### src/rtl/irq_cascade.sv
module irq_cascade #(
  parameter int          BLK_PER_M   = 7,
  parameter int          SRC_PER_BLK = 8,
  parameter int          ADDR_W      = 10,
  parameter int          BASE_M0     = 'h130,
  parameter int          BASE_M1     = 'h1B0,
  parameter bit          LEVEL_MODE  = 1'b0
) (
  input  logic                                   clk,
  input  logic                                   rst_n,
  input  logic [2*BLK_PER_M*SRC_PER_BLK-1:0]     src_i,
  input  logic [ADDR_W-1:0]                      addr_i,
  input  logic                                   wr_en_i,
  input  logic [SRC_PER_BLK-1:0]                 wdata_i,
  output logic [SRC_PER_BLK-1:0]                 rdata_o,
  output logic                                   irq_o
);
  localparam int NBLK = 2 * BLK_PER_M;
  localparam int NSRC = NBLK * SRC_PER_BLK;
  localparam int W    = SRC_PER_BLK;

  function automatic int base_of(int g);
    return (g / BLK_PER_M == 0) ? BASE_M0 : BASE_M1;
  endfunction

  logic [NSRC-1:0] pend, mask, src_q, evt;
  logic [NBLK-1:0] blk_any;
  logic [W-1:0]    sum0, sum1;

  assign evt = LEVEL_MODE ? src_i : (src_i & ~src_q);

  always_ff @(posedge clk or negedge rst_n)
    if (!rst_n) src_q <= '0;
    else        src_q <= src_i;

  for (genvar g = 0; g < NBLK; g++) begin : g_blk
    localparam int K = g % BLK_PER_M;
    localparam int B = base_of(g);
    logic          hit_clr, hit_msk;
    logic [W-1:0]  clr;

    assign hit_clr = wr_en_i && (addr_i == ADDR_W'(B + 1 + K));
    assign hit_msk = wr_en_i && (addr_i == ADDR_W'(B + BLK_PER_M + 1 + K));
    assign clr     = hit_clr ? wdata_i : '0;

    always_ff @(posedge clk or negedge rst_n)
      if (!rst_n) begin
        pend[g*W +: W] <= '0;
        mask[g*W +: W] <= '1;
      end else begin
        pend[g*W +: W] <= (pend[g*W +: W] & ~clr) | evt[g*W +: W];
        if (hit_msk) mask[g*W +: W] <= wdata_i;
      end

    assign blk_any[g] = |(pend[g*W +: W] & ~mask[g*W +: W]);
  end

  always_comb begin
    sum0 = '0;
    sum1 = '0;
    sum1[BLK_PER_M:1] = blk_any[NBLK-1:BLK_PER_M];
    sum0[BLK_PER_M:1] = blk_any[BLK_PER_M-1:0];
    sum0[0]           = |sum1;
  end

  assign irq_o = |sum0;

  always_comb begin
    rdata_o = '0;
    if (addr_i == ADDR_W'(BASE_M0)) rdata_o = sum0;
    if (addr_i == ADDR_W'(BASE_M1)) rdata_o = sum1;
    for (int g = 0; g < NBLK; g++) begin
      if (addr_i == ADDR_W'(base_of(g) + 1 + g % BLK_PER_M))
        rdata_o = pend[g*W +: W];
      if (addr_i == ADDR_W'(base_of(g) + BLK_PER_M + 1 + g % BLK_PER_M))
        rdata_o = mask[g*W +: W];
      if (addr_i == ADDR_W'(base_of(g) + 2*BLK_PER_M + 1 + g % BLK_PER_M))
        rdata_o = src_i[g*W +: W];
    end
  end

  // with no write, no pending bit may fall
  a_r4_pend_sticky: assert property (@(posedge clk) disable iff (!rst_n)
    !wr_en_i |=> ((pend & $past(pend)) == $past(pend)));

  // an all-zero write clears nothing
  a_r6_zero_write: assert property (@(posedge clk) disable iff (!rst_n)
    (wr_en_i && wdata_i == '0) |=> ((pend & $past(pend)) == $past(pend)));

  // clearing source 0 while it stays low leaves it clear
  a_r5_w1c: assert property (@(posedge clk) disable iff (!rst_n)
    (wr_en_i && addr_i == ADDR_W'(BASE_M0 + 1) && wdata_i[0] && !src_i[0])
    |=> !pend[0]);

  // mask write lands in the addressed block
  a_r7_mask_load: assert property (@(posedge clk) disable iff (!rst_n)
    (wr_en_i && addr_i == ADDR_W'(BASE_M0 + BLK_PER_M + 1))
    |=> (mask[W-1:0] == $past(wdata_i)));

  // fully masked state never raises the output
  a_r8_masked_quiet: assert property (@(posedge clk) disable iff (!rst_n)
    (&mask) |-> !irq_o);
endmodule

### config.mk
export PLATFORM = sky130hd
export DESIGN_NAME = irq_cascade
export DESIGN_NICKNAME = d
export VERILOG_FILES = /design/src/rtl/irq_cascade.sv
export SDC_FILE = /design/constraint.sdc
export NUM_CORES = 1
export LEC_CHECK = 0
export BUFFER_PORTS_ARGS = -buffer_cell sky130_fd_sc_hd__buf_2
export CAP_MARGIN = 20
export CORE_MARGIN = 5
export CORE_UTILIZATION = 52
export DETAILED_ROUTE_END_ITERATION = 10
export MAX_ROUTING_LAYER = met4
export PLACE_DENSITY_LB_ADDON = 0.1
export REMOVE_ABC_BUFFERS = 1
export SLEW_MARGIN = 20
export SYNTH_ARGS = -nofsm -noshare
export SYNTH_HDL_FRONTEND = slang
export SYNTH_SLANG_ARGS = --single-unit
### constraint.sdc
create_clock -name clk -period 3.9 [get_ports clk]
set_input_delay 0.585 -clock clk [delete_from_list [all_inputs] [get_ports clk]]
set_output_delay 0.585 -clock clk [all_outputs]
set_load 0.05 [all_outputs]
# ---- Word-level counts from Yosys, hierarchy flattened
# Cells that the tools add are included.
dict set report totals {
  ff_bits 336
  inputBits 133
  out_inout_bits 9
  wordCells 247
}
dict set report classes {
  eq_ne 44
  muxes 58
  bitwise 72
  reduce_logical 44
}
# operator count
set ops {}
lappend ops {{$mux W8} 58}
lappend ops {{$eq A10 B9 Y1 const B} 44}
lappend ops {{$and A8 B8 Y8} 28}
lappend ops {{$not A8 Y8} 28}
lappend ops {{$and A112 B112 Y112} 1}
lappend ops {{$not A112 Y112} 1}
lappend ops {{$or A8 B8 Y8} 14}
lappend ops {{$reduce_or A112 Y1} 1}
lappend ops {{$reduce_or A8 Y1} 14}
lappend ops {{$reduce_or A56 Y1} 1}
lappend ops {{$logic_and A1 B1 Y1} 28}

# ---- Depth between registers and ports, before layout
dict set report depth {
  depth_word 47
  ltp_mapped 12
  mapped_depth_nobuf 8
}

# ---- Worst setup path after synthesis
# OpenSTA, ideal clock, no wires.
dict set report synth_timing {
  path_kind {input -> output}
  from {input port addr_i[2]}
  to {output port rdata_o[2]}
  t_arrival_ns 3.484
  t_required_ns 3.315
  setup_slack_ns -0.169
  path_stages 10
  n_path_buf 2
  cell_sequence {buf_4 or4_1 buf_2 nor3_2 a32oi_1 nor3_1 a211oi_1 o221ai_1 a21oi_1 a221oi_1}
}
dict set report synth_between {
  elab_chain_len 45
  word_cells_on_any_way 88
  cone_classes {44 x eq/ne; 44 x mux}
}
# item line
set synth_lines {}
lappend synth_lines {{start, declared} 12} ;# input logic [ADDR_W-1:0] addr_i,
lappend synth_lines {{$eq A10 B9 Y1} 70} ;# if (addr_i == ADDR_W'(BASE_M0)) rdata_o = sum0;
lappend synth_lines {{$mux W8} 70}
lappend synth_lines {{$mux W8} 71} ;# if (addr_i == ADDR_W'(BASE_M1)) rdata_o = sum1;
lappend synth_lines {{$mux W8} 73} ;# if (addr_i == ADDR_W'(base_of(g) + 1 + g % BLK_PER_M))
lappend synth_lines {{$mux W8} 75} ;# if (addr_i == ADDR_W'(base_of(g) + BLK_PER_M + 1 + g % BLK_PER_M))
lappend synth_lines {{$mux W8} 77} ;# if (addr_i == ADDR_W'(base_of(g) + 2*BLK_PER_M + 1 + g % BLK_PER_M))
lappend synth_lines {{$mux W8} 73}
lappend synth_lines {{$mux W8} 75}
lappend synth_lines {{[... 29 more ...]} -}
lappend synth_lines {{$mux W8} 75}
lappend synth_lines {{$mux W8} 77}
lappend synth_lines {{$mux W8} 73}
lappend synth_lines {{$mux W8} 75}
lappend synth_lines {{$mux W8} 77}
lappend synth_lines {{$mux W8} 73}
lappend synth_lines {{$mux W8} 75}
lappend synth_lines {{$mux W8 *} 77}
lappend synth_lines {{end, declared} 15} ;# output logic [SRC_PER_BLK-1:0] rdata_o,
# Mark *: on every way between the ends. The rest lies on a longest branch, timed or not.

# ---- Final worst setup path
dict set report layout_timing {
  from {input port addr_i[2]}
  to {output port rdata_o[7]}
}
# The elaborated chain is that of the path after synthesis.

==> run_results.csv <==
group,metric,value,unit
route,drcViolationCount,0,
synthesis,yosysSeqAreaShare,49.2,%
place,dp_hpwl,55000,µm
route,vias,16900,
global_route,grt_pass1_vias,16700,
place,place_congestion,1.12,
clock_tree,clkSinkCount,336,
worst_setup_path,endpoint_kind,"primary output",
route,drt_iter0_drc,1669,
floorplan,dieArea,37200,µm²
timing,worst_pin_slew,0.954,ns
timing,period_share,100,%
synthesis,synth_ff_type,"dfrtp_1",
timing,whs,-0.0254,ns
timing,fin_setup_tns,-0.0105,ns
worst_setup_path,crit_path_max_fanout,15,
global_route,grt_start_max_net_pins,130,
final_layout,final_cell_mix,"281 x buf_4, 242 x nand2_1, 223 x dfrtp_1, 187 x inv_1, 147 x o21ai_0",
synthesis,synthCells,1798,
synthesis,synth_area,17400,µm²
final_layout,postLayoutCellArea,22200,µm²
final_layout,mostFrequentLayoutCell,"buf_4",
worst_setup_path,arrival,3.33,ns
route,routedWlPerCell,27.5,µm
route,dr.pass1.iters,6,
synthesis,async_flop_share,100,%
route,viasPerCell,6.40,
floorplan,start_util,52.2,%
worst_setup_path,critical_path_class,"in2out",
timing,setup_slack,-0.0105,ns
worst_setup_path,worstPathRequired,3.31,ns
status,violations,"negative hold slack, negative setup slack",
final_layout,antenna_cells,0,
synthesis,synth.distinct_cells,89,
global_route,grt_use_total,40.0,%
power_and_ir_drop,leakagePower,10.4,nW
place,portBuffers,141,
timing,maxSlewHeadroom,36.4,%
place,dp.cells,2574,
route,drtAntennaViolNets,0,
floorplan,die_h,193,µm
clock_tree,cts_root_buf,"clkbuf_16",
clock_tree,cts_tree,"done",
global_route,grt_overflow,0,
global_route,antenna_found_initial,0,
final_layout,final_nets,2303,
worst_setup_path,critPathLaunchType,"primary input",
final_layout,drive_gt1_share,37.0,%
status,status,"complete, but fails checks",
timing,setup_viol,1,
worst_hold_path,worst_hold_path_type,"in2async",
clock_tree,cts_buffers,34,
worst_setup_path,reg2reg_depth,1,
floorplan,pin_count,142,
final_layout,areaGrowthSynthToFinish,28.0,%
final_layout,fin_cells,2642,
power_and_ir_drop,finalPower,7.53,mW
synthesis,avgSynthCellArea,9.66,µm²
flow_run,maxCapViolations,0,
timing,finalCriticalPeriod,3.91,ns
clock_tree,clkTransAtPathRegs,0.06,ns
timing,fmax,256,MHz
floorplan,coreArea,33300,µm²
route,wirelength,72500,µm
clock_tree,hold_buffers,0,
synthesis,synth_edf_count,0,
timing,final-hold-violation-count,12,
global_route,grt_pass1_wl,107000,µm
floorplan,rows,67,
clock_tree,clk_latency,0.56,ns
place,placed_cell_area,20500,µm²
floorplan,die_width,193,µm
clock_tree,h-tree-depth,2,
power_and_ir_drop,ir_drop,0.000317,V
synthesis,synth-seq-cells,336,
synthesis,yosys_warnings,0,
timing,fin_skew,0.00836,ns
clock_tree,clockBufferDepth,3,
timing,drv_slew,0,
power_and_ir_drop,p_per_area,339,nW/µm²
-- sequential cells by signal (all words and copies together) (netlist names) --
name,flops
mask,112
pend,112
src_q,112
-- path summary, 6_finish.rpt --
path | from | end | slack (ns)
max | addr_i[2] | rdata_o[7] | -0.01
min | rst_n | pend[14] | -0.03
max reg2reg | mask[92] | mask[92] | 3.04
min reg2reg | src_q[86] | pend[86] | 0.41
max in group asynchronous | rst_n | mask[93] | 2.82
min in group clk | src_i[74] | src_q[74] | 0.15
-- cell type report --
| cell class | instances | area, µm² |
|---|---|---|
| clock buffer | 52 | 1000 |
| clock inverter | 8 | 93.8 |
| fill | 2652 | 11100 |
| inverter | 187 | 702 |
| multi-input combinational | 1178 | 8160 |
| sequential | 336 | 8550 |
| tap | 448 | 561 |
| timing repair buffer | 433 | 3170 |
-- stage by stage --
| step | worst slack, ns | utilization [%] |
|---|---|---|
| floorplan | -1.70 | - |
| global placement | -0.409 | 61.7 |
| detailed placement | -0.358 | 61.7 |
| CTS | -0.0134 | 65.8 |
| global route | -0.00818 | 66.8 |
| finish | -0.0105 | 66.8 |
-- layer usage --
| layer | GRT usage (%) | vias up | routed length, µm |
|---|---|---|---|
| li1 | - | 7249 | - |
| met1 | 52.8 | 8441 | 29600 |
| met2 | 62.7 | 1005 | 33600 |
| met3 | 5.48 | 224 | 5710 |
| met4 | 16.5 | 0 | 3600 |
| met5 | - | - | 0 |
-- cells in the mapped netlist (all sizes together) (25+ instances only) --
master	number	area, µm²
nand3	53	290
mux2	112	1260
nor4	25	241
dfrtp	224	5610
clkbuf	46	173
o21ai	154	771
o22ai	85	532
nand2	244	916
inv	187	702
a221oi	28	245
dfstp	112	2940
nor2b	28	175
nor2	42	158
buf	51	275
nor3	45	303
a21oi	52	264
-- cells by family (layout without fill, tap and decap cells) --
| family | Yosys count | after routing | synth area share [%] |
|---|---|---|---|
| AO/OA/AOI/OAI | 500 | 500 | 19.1 |
| buffers and inverters | 284 | 680 | 6.62 |
| multiplexers | 114 | 114 | 7.38 |
| AND/OR/NAND/NOR | 564 | 564 | 17.7 |
| flip-flops | 336 | 336 | 49.2 |
-- report_power, final --
| part | internal [mW] | switching (mW) |
|---|---|---|
| Combinational | 0.218 | 0.435 |
| Sequential | 3.58 | 0.0358 |
| Clock | 1.90 | 1.36 |
-- critical path: stages --
cell and delay [ns]:
buf_4 0.18, or4b_1 0.62, nor3_2 0.23, buf_4 0.17, a2111oi_4 0.05, a2111oi_2 0.40, o21ai_1 0.16, nor4_2 0.46
buf_4 0.19, or3_4 0.13, buf_6 0.15
-- timing repair --
action | CTS | global route
buffers inserted | 3 | 4
endpoints found under the setup margin | 7 | 8
gates resized for setup | 49 | 53
pin swaps | 10 | 16
(Power assumes the default switching activity.)
